==> config.mk <==
export PLATFORM = sky130hd
export DESIGN_NAME = bitram_ctrl
export DESIGN_NICKNAME = d
export VERILOG_FILES = /design/src/rtl/bitram_pkg.sv /design/src/rtl/bitram_arb.sv /design/src/rtl/bitram_refresh.sv /design/src/rtl/bitram_pinmux.sv /design/src/rtl/bitram_ctrl.sv
export SDC_FILE = /design/constraint.sdc
export NUM_CORES = 1
export LEC_CHECK = 0
export ABC_CLOCK_PERIOD_IN_PS = 1800
export BUFFER_PORTS_ARGS = -buffer_cell sky130_fd_sc_hd__clkbuf_2
export CELL_PAD_IN_SITES_DETAIL_PLACEMENT = 0
export CELL_PAD_IN_SITES_GLOBAL_PLACEMENT = 1
export CORE_ASPECT_RATIO = 1.75
export CORE_MARGIN = 2
export CORE_UTILIZATION = 35
export CTS_CLUSTER_SIZE = 28
export DETAILED_ROUTE_END_ITERATION = 8
export GPL_ROUTABILITY_DRIVEN = 0
export PLACE_DENSITY = 0.88
export SLEW_MARGIN = 20
export SYNTH_ARGS = -nofsm -noshare
export SYNTH_HDL_FRONTEND = slang
export SYNTH_SLANG_ARGS = --single-unit
==> constraint.sdc <==
create_clock -name clk -period 1.8 [get_ports clk]
set_clock_uncertainty 0.1 [all_clocks]
set_input_delay 0.27 -clock clk [delete_from_list [all_inputs] [get_ports clk]]
set_output_delay 0.27 -clock clk [all_outputs]
set_load 0.03 [all_outputs]
==> src/rtl/bitram_pkg.sv <==
package bitram_pkg;

    typedef enum logic [1:0] {
        PH_ROW  = 2'd0,
        PH_COL  = 2'd1,
        PH_CAPT = 2'd2,
        PH_PRE  = 2'd3
    } phase_e;

    localparam int DEF_ADDR_W  = 16;
    localparam int DEF_STREAMS = 3;
    localparam int DEF_CNT_W   = 4;

endpackage

==> src/rtl/bitram_arb.sv <==
module bitram_arb #(
    parameter int NS           = 3,
    parameter int ADDR_W       = 16,
    parameter int SCRATCH_BASE = 'hFF00,
    localparam int SRC_W       = (NS > 1) ? $clog2(NS) : 1
) (
    input  logic [NS-1:0]        pend,
    input  logic [NS*ADDR_W-1:0] addrs,
    output logic                 any,
    output logic [SRC_W-1:0]     sel,
    output logic                 bad
);

    logic [NS-1:0] in_scratch;

    for (genvar g = 0; g < NS; g++) begin : g_scr
        assign in_scratch[g] = (int'(addrs[g*ADDR_W +: ADDR_W]) >= SCRATCH_BASE);
    end

    // lowest index wins: scan from the top so the last hit is the winner
    always_comb begin
        any = 1'b0;
        sel = '0;
        bad = 1'b0;
        for (int i = NS - 1; i >= 0; i--) begin
            if (pend[i]) begin
                any = 1'b1;
                sel = SRC_W'(i);
                bad = in_scratch[i];
            end
        end
    end

endmodule

==> src/rtl/bitram_refresh.sv <==
module bitram_refresh #(
    parameter int ROW_W = 8,
    parameter int CNT_W = 4
) (
    input  logic             clk,
    input  logic             rst_n,
    input  logic             line_start,
    input  logic [CNT_W-1:0] burst_len,
    input  logic             take,
    input  logic             done,
    output logic             pending,
    output logic [ROW_W-1:0] row
);

    typedef struct packed {
        logic [CNT_W-1:0] left;
        logic [ROW_W-1:0] row;
    } rf_t;

    rf_t rf_d, rf_q;

    always_comb begin
        rf_d = rf_q;
        if (done) begin
            rf_d.row = rf_q.row + ROW_W'(1);
        end
        if (line_start) begin
            rf_d.left = burst_len;
        end else if (take && rf_q.left != '0) begin
            rf_d.left = rf_q.left - CNT_W'(1);
        end
    end

    always_ff @(posedge clk or negedge rst_n) begin
        if (!rst_n) begin
            rf_q <= '0;
        end else begin
            rf_q <= rf_d;
        end
    end

    assign pending = (rf_q.left != '0);
    assign row     = rf_q.row;

endmodule

==> src/rtl/bitram_pinmux.sv <==
module bitram_pinmux
    import bitram_pkg::*;
#(
    parameter int ADDR_W = 16,
    localparam int ROW_W = ADDR_W / 2
) (
    input  logic              busy,
    input  phase_e            phase,
    input  logic              is_ref,
    input  logic              is_wr,
    input  logic [ADDR_W-1:0] addr,
    input  logic [ROW_W-1:0]  ref_row,
    output logic              ras_n,
    output logic              cas_n,
    output logic              we_n,
    output logic [ROW_W-1:0]  mux_addr
);

    logic col_window;

    always_comb begin
        col_window = busy && !is_ref && (phase == PH_COL || phase == PH_CAPT);
        ras_n      = !(busy && phase != PH_PRE);
        cas_n      = !col_window;
        we_n       = !(col_window && is_wr);
        if (!busy) begin
            mux_addr = '0;
        end else if (is_ref) begin
            mux_addr = ref_row;
        end else if (phase == PH_ROW) begin
            mux_addr = addr[ADDR_W-1:ROW_W];
        end else begin
            mux_addr = addr[ROW_W-1:0];
        end
    end

endmodule

==> src/rtl/bitram_ctrl.sv <==
module bitram_ctrl
    import bitram_pkg::*;
#(
    parameter int NS           = DEF_STREAMS,
    parameter int ADDR_W       = DEF_ADDR_W,
    parameter int CNT_W        = DEF_CNT_W,
    parameter int SCRATCH_BASE = 'hFF00,
    localparam int ROW_W       = ADDR_W / 2,
    localparam int SRC_W       = (NS > 1) ? $clog2(NS) : 1
) (
    input  logic                 clk,
    input  logic                 rst_n,
    input  logic                 line_start,
    input  logic [CNT_W-1:0]     refresh_len,
    input  logic [NS-1:0]        req_valid,
    input  logic [NS-1:0]        req_write,
    input  logic [NS-1:0]        req_wdata,
    input  logic [NS*ADDR_W-1:0] req_addr,
    output logic [NS-1:0]        req_grant,
    output logic [NS-1:0]        req_err,
    output logic [NS-1:0]        rd_valid,
    output logic                 rd_data,
    output logic                 dram_ras_n,
    output logic                 dram_cas_n,
    output logic                 dram_we_n,
    output logic [ROW_W-1:0]     dram_addr,
    output logic                 dram_dout,
    input  logic                 dram_din
);

    typedef struct packed {
        logic              busy;
        phase_e            phase;
        logic              is_ref;
        logic              is_wr;
        logic [SRC_W-1:0]  src;
        logic [ADDR_W-1:0] addr;
        logic              wdata;
        logic [NS-1:0]     grant;
        logic [NS-1:0]     err;
        logic [NS-1:0]     rdv;
        logic              rdata;
    } seq_t;

    seq_t s_d, s_q;

    logic             arb_any, arb_bad;
    logic [SRC_W-1:0] arb_sel;
    logic [NS-1:0]    pend;
    logic             ref_pending, ref_take, ref_done;
    logic [ROW_W-1:0] ref_row;
    logic             slot_edge;

    // a stream answered in the last clock is not considered again this clock
    assign pend = req_valid & ~s_q.grant & ~s_q.err;

    bitram_arb #(
        .NS(NS), .ADDR_W(ADDR_W), .SCRATCH_BASE(SCRATCH_BASE)
    ) u_arb (
        .pend(pend), .addrs(req_addr),
        .any(arb_any), .sel(arb_sel), .bad(arb_bad)
    );

    bitram_refresh #(
        .ROW_W(ROW_W), .CNT_W(CNT_W)
    ) u_ref (
        .clk(clk), .rst_n(rst_n), .line_start(line_start),
        .burst_len(refresh_len), .take(ref_take), .done(ref_done),
        .pending(ref_pending), .row(ref_row)
    );

    always_comb begin
        s_d       = s_q;
        s_d.grant = '0;
        s_d.err   = '0;
        s_d.rdv   = '0;
        ref_take  = 1'b0;
        ref_done  = s_q.busy && s_q.is_ref && (s_q.phase == PH_PRE);
        slot_edge = !s_q.busy || (s_q.phase == PH_PRE);

        if (s_q.busy) begin
            if (s_q.phase == PH_PRE) begin
                s_d.busy = 1'b0;
            end else begin
                s_d.phase = phase_e'(s_q.phase + 2'd1);
            end
            if (s_q.phase == PH_CAPT && !s_q.is_ref) begin
                s_d.rdv[s_q.src] = !s_q.is_wr;
                if (!s_q.is_wr) begin
                    s_d.rdata = dram_din;
                end
            end
        end

        if (slot_edge) begin
            if (ref_pending) begin
                ref_take   = 1'b1;
                s_d.busy   = 1'b1;
                s_d.phase  = PH_ROW;
                s_d.is_ref = 1'b1;
                s_d.is_wr  = 1'b0;
            end else if (arb_any) begin
                if (arb_bad) begin
                    s_d.err[arb_sel] = 1'b1;
                end else begin
                    s_d.grant[arb_sel] = 1'b1;
                    s_d.busy   = 1'b1;
                    s_d.phase  = PH_ROW;
                    s_d.is_ref = 1'b0;
                    s_d.src    = arb_sel;
                    s_d.is_wr  = req_write[arb_sel];
                    s_d.wdata  = req_wdata[arb_sel];
                    s_d.addr   = req_addr[arb_sel*ADDR_W +: ADDR_W];
                end
            end
        end
    end

    always_ff @(posedge clk or negedge rst_n) begin
        if (!rst_n) begin
            s_q <= '0;
        end else begin
            s_q <= s_d;
        end
    end

    bitram_pinmux #(.ADDR_W(ADDR_W)) u_pins (
        .busy(s_q.busy), .phase(s_q.phase), .is_ref(s_q.is_ref),
        .is_wr(s_q.is_wr), .addr(s_q.addr), .ref_row(ref_row),
        .ras_n(dram_ras_n), .cas_n(dram_cas_n), .we_n(dram_we_n),
        .mux_addr(dram_addr)
    );

    assign req_grant = s_q.grant;
    assign req_err   = s_q.err;
    assign rd_valid  = s_q.rdv;
    assign rd_data   = s_q.rdata;
    assign dram_dout = s_q.wdata;

endmodule

Word level (Yosys, flattened, before mapping)
Index checks and enable logic that the tools add are counted.
Word-level totals
  input port bits: 65
  output and inout bits: 22
  register bits: 46
  word-level logic and storage cells: 98
Operators by class
  eq/ne operators: 5
  multiplexer cells: 36
  bitwise gates (word level): 8
  order comparisons: 7
  $add $sub $neg: 3
  reductions and logical operators: 25
  shifts and indexed selects: 1
Operators with widths (count)
  two-way mux 30 bit: 2
  >= comparator 16 bit, second input constant: 3
  indexed part select 48 x 7 -> 16 bit: 1
  two-way mux 27 bit: 1
  two-way mux 25 bit: 1
  two-way mux 8 bit: 3
  two-way mux 4 bit: 4
  two-way mux 1 bit: 14
  logical AND 1 bit: 10
  bitwise AND 3 bit: 3
  adder 8 x 1 -> 8 bit, second input constant: 1
  two-way mux 2 bit: 4
  logical NOT 1 bit: 6
  < comparator 2 x 3 -> 1 bit, second input constant: 2
  two-way mux 3 bit: 2
  inverter 3 bit: 2
  AND reduction 3 bit: 2
  two-way mux 5 bit: 1
  binary-select mux 1 bit (select 2 bit): 2
  demux 1 bit (select 2 bit): 2
  == test 2 bit, second input constant: 2
  >= comparator 2 x 1 -> 1 bit, second input constant: 2
  AND reduction 4 bit: 1
  nonzero test 2 bit: 2
  other kinds (9): 12

Longest topological paths before layout
  depth after elaboration: 14
  depth in mapped cells: 8
  mapped depth without buffers: 7

Cells and area by module
Synthesis repeated with hierarchy kept, for this count alone.
Second synthesis, totals
  cells, all modules: 253
  area, all modules: 2905.3 um^2
Modules (own cells, without submodules)
  bitram_ctrl: instances 1, seq. area each 850.8 um^2, area an instance 1828.0 um^2, cells each 143
  bitram_refresh: instances 1, seq. area each 300.3 um^2, area an instance 654.4 um^2, cells each 62
  bitram_pinmux: instances 1, seq. area each 0.0 um^2, area an instance 325.3 um^2, cells each 34
  bitram_arb: instances 1, seq. area each 0.0 um^2, area an instance 97.6 um^2, cells each 14

Least setup slack after synthesis
Ideal clock, no wire load.
  path type: reg2reg
  start point: register s_q[31] (netlist bit)
  end point: register s_q (netlist bit dram_dout)
  setup time: 125 ps
  required time: 1575 ps
  buffers on the path: 1
  data arrival time: 1817 ps
  slack: -242 ps
  period minus slack after synthesis: 2042 ps
  stages on the path, launching flop included: 9
  cell sequence: dfrtp_1 ha_1 and2b_4 clkinv_2 nand2_2 a211oi_4 nand2_4 buf_8 mux2_4
Between the ends
  word-level cells in the longest chain between the ends: 3
Ends and longest elaborated chain
  from (decl): line bitram_ctrl.sv:45  | seq_t s_d, s_q;
  from (signal assigned): line bitram_ctrl.sv:121  | s_q <= '0;
  from (signal assigned): line bitram_ctrl.sv:123  | s_q <= s_d;
  == test 2 bit: line bitram_ctrl.sv:79  | slot_edge = !s_q.busy || (s_q.phase == PH_PRE);
  logical OR 1 bit: line bitram_ctrl.sv:79
  AND reduction 4 bit (no source line)
No other way between the ends.
A chain may end at the register's enable or synchronous reset.

Worst setup path after layout
  start point: register u_ref.rf_q[8] (netlist bit)
  end point: register s_q[15] (netlist bit)
Between the ends
  word-level cells in the longest chain between the ends: 3
Ends and longest elaborated chain
  from (decl): line bitram_refresh.sv:20  | rf_t rf_d, rf_q;
  from (signal assigned): line bitram_refresh.sv:38  | rf_q <= rf_d;
  nonzero test 4 bit: line bitram_refresh.sv:42  | assign pending = (rf_q.left != '0);
  inverter 1 bit (no source line)
  AND reduction 4 bit (no source line)
No other way between the ends.

==> flow_metrics.tcl <==
set metrics [dict create \
    setup-violations-final 38 \
    cpMaxStageDelayCell "dfrtp_1" \
    ys_warn_count 0 \
    grt_max_degree 23 \
    synth_edf_count 0 \
    finalSetupTns_ns -7.34 \
    synth.top_cells.by_count "47 x nand2_1, 46 x dfrtp_1, 19 x nor2_1, 19 x o21ai_0, 17 x mux2i_1" \
    dr.max_layer_used "met4" \
    period_minus_slack_ns 2.08 \
    placementRows 43 \
    reg2reg_depth 8 \
    io_pins 87 \
    max-slew-margin-rel 0.625 \
    grt_pass1_wl_mm 11.9 \
    path_cells "inv_1 > ha_2 > nor3b_4 > nand2_2 > a211oi_4 > buf_6 > nand2_4 > mux2_2" \
    critical_path_class "flop to flop" \
    rsz0062_at_grt "yes" \
    grt_pass1_vias 2671 \
    met1_length_mm 2.85 \
    path_clk_slew_ns 0.06 \
    synth_nets 357 \
    antenna_cells 0 \
    ys_ff_latch 46 \
    dieArea_mm2 0.00883 \
    yosysMostFrequentCell "nand2_1" \
    crit_path_max_fanout 5 \
    synth_flop_cell "dfrtp_1" \
    slew_violations 0 \
    drive_above_1_share 0.541 \
    cp-end-kind "flop" \
    hold_viol_final 0 \
    vias 2583 \
    leakagePower_nw 2.02 \
    final_nets 487 \
    wire_per_inst_um 15.8 \
    wl_met3_um 289 \
    worst_ep_arrival_time_ns 2.15 \
    power_density_mw_per_mm2 1330 \
    violations "setup timing" \
    hpwl_mm 5.58 \
    routed_wl_mm 8.02 \
    synth_top_cells_by_area "dfrtp_1 41%, nand2_1 6.3%, mux2i_1 6.0%" \
    portBuffers 86 \
    antenna_found_initial 0 \
    syn_inst 285 \
    via_per_inst 5.10 \
    crit_buf_inv 2 \
    cp.required_ns 1.87 \
    syn_area_per_cell_um2 9.90 \
    clock_path_buffers 2 \
    first_pass_iters 4 \
    status "finished with violations" \
    cts_root_buf "clkbuf_16" \
    critPathLaunchType "flop" \
    clk_latency_ns 0.29 \
    period_share 1.15 \
    ant_nets 0 \
    whs_path_depth 3 \
    worst_pin_slew_ns 0.561 \
    async_flop_share 1.00 \
    cp_top_family "simple AND/OR/NAND/NOR gates" \
    die-height_um 123 \
    numCtsBuffers 5 \
    layout_setup_ws_ns -0.279 \
    ir_worst_vdd_v 0.000604 \
    p_total_mw 5.77 \
    synth_cell_types 49 \
    yosysTopAreaCellShare 0.408 \
    drc 0 \
    synth-seq-area-share 0.408 \
    initial_core_util 0.359 \
    area_delta_synth_final_pct 53.3 \
    max_freq_ghz 0.481 \
    drv_cap 0 \
    drt_iter0_drc 82 \
    critical_path_depth 8 \
    met2_length_mm 4.60 \
    n_fill_cell 648 \
    ctsHtreeMaxLevel 2 \
    cts_sinks 46 \
    core_mm2 0.00786 \
    synth_top_cell_by_area "dfrtp_1" \
    min_path_type "input port to flop" \
    synth.cell_area_mm2 0.00282 \
    cpPeakStageDelay_ns 0.39 \
    fp.dieW_um 71.9 \
    track_usage 0.174 \
    cts_tree "built" \
    overflow 0 \
]
==> where the power goes <==
group	total [mW]	leakage (nW)	switching (mW)	internal, mW
Sequential	1.73	0.573	0.331	1.40
Combinational	3.11	1.38	1.41	1.70
Clock	0.931	0.0729	0.382	0.550
==> registers in the layout (all words and copies together) (netlist names) <==
signal and cells:
dram_dout 1, rd_data 1, rd_valid 3, req_err 3, req_grant 3, s_q 23
u_ref.rf_q 4, u_ref.row 8
==> timing repair <==
item,in CTS,in global routing
gates resized for setup,59,47
hold buffers,1,0
pin swaps,22,25
setup endpoints to repair,42,43
gates cloned,2,2
buffers inserted,9,8
endpoints found under the hold margin,14,0
==> logic make-up (layout without fill, tap and decap cells) <==
group / Yosys count / count (layout) / synth area share
AND/OR/NAND/NOR: 113 / 115 / 0.214
flip-flops: 46 / 46 / 0.408
AO/OA/AOI/OAI: 45 / 45 / 0.102
multiplexers: 38 / 38 / 0.155
buffers and inverters: 27 / 156 / 0.0625
XOR/XNOR: 9 / 9 / 0.0279
adder cells (fa/ha/maj): 7 / 7 / 0.0310
==> path summary, 6_finish.rpt <==
path | from | endpoint | slack, ns
setup / recovery | u_ref.rf_q[8] | s_q[15] | -0.28
hold / removal | refresh_len[2] | u_ref.rf_q[10] | 0.10
setup reg to reg | u_ref.rf_q[8] | s_q[15] | -0.28
hold reg to reg | u_ref.row[7] | u_ref.row[7] | 0.39
max in group asynchronous | rst_n | s_q[17] | 0.61
min in group asynchronous | rst_n | req_grant[0] | 0.35
==> routing by layer <==
metal / GRT usage / vias up
li1: - / 1249
met1: 0.168 / 1252
met2: 0.341 / 64
met3: 0.0337 / 18
met4: 0.0790 / 0
met5: 0 / -
==> layout make-up <==
type	instances	area, um2	area share
Sequential cell	46	1150	0.266
Timing Repair Buffer	143	1110	0.257
Clock inverter	2	12.5	0.00289
Clock buffer	6	139	0.0321
Multi-Input combinational cell	214	1780	0.411
Tap cell	90	113	0.0260
Inverter	5	23.8	0.00549
==> cell usage in the layout, fill, tap and decap left out, types with 7 or more instances in the layout <==
| cell type | instances |
|---|---|
| clkbuf_16 | 7 |
| clkbuf_8 | 7 |
| nand2_1 | 42 |
| buf_4 | 37 |
| nor2_1 | 16 |
| dfrtp_1 | 46 |
| a31oi_1 | 8 |
| clkbuf_2 | 75 |
| mux2_2 | 12 |
| buf_6 | 12 |
| o21ai_1 | 12 |
| mux2i_1 | 13 |
| mux2_4 | 9 |
| o21ai_0 | 7 |
| nand4_1 | 8 |
==> worst reg2reg max path, cell delays in order (launching register included) <==
cell,delay (ns)
dfrtp_1,0.39
inv_1,0.07
ha_2,0.18
nor3b_4,0.24
nand2_2,0.13
a211oi_4,0.29
buf_6,0.19
nand2_4,0.08
mux2_2,0.29
==> stage by stage <==
step           setup slack [ns]  utilization  area [um2]  std cells  hold slack [ns]
2_1_floorplan            -0.161            -        2830        285           -0.126
3_3_place_gp             -0.178        0.452        3550        478            0.111
3_5_place_dp             -0.205        0.452        3550        478            0.109
4_1_cts                  -0.263        0.508        3990        497           0.0991
5_1_grt                  -0.362        0.551        4330        506            0.125
6_report                 -0.279        0.551        4330        506            0.101
(Power assumes the default switching activity.)
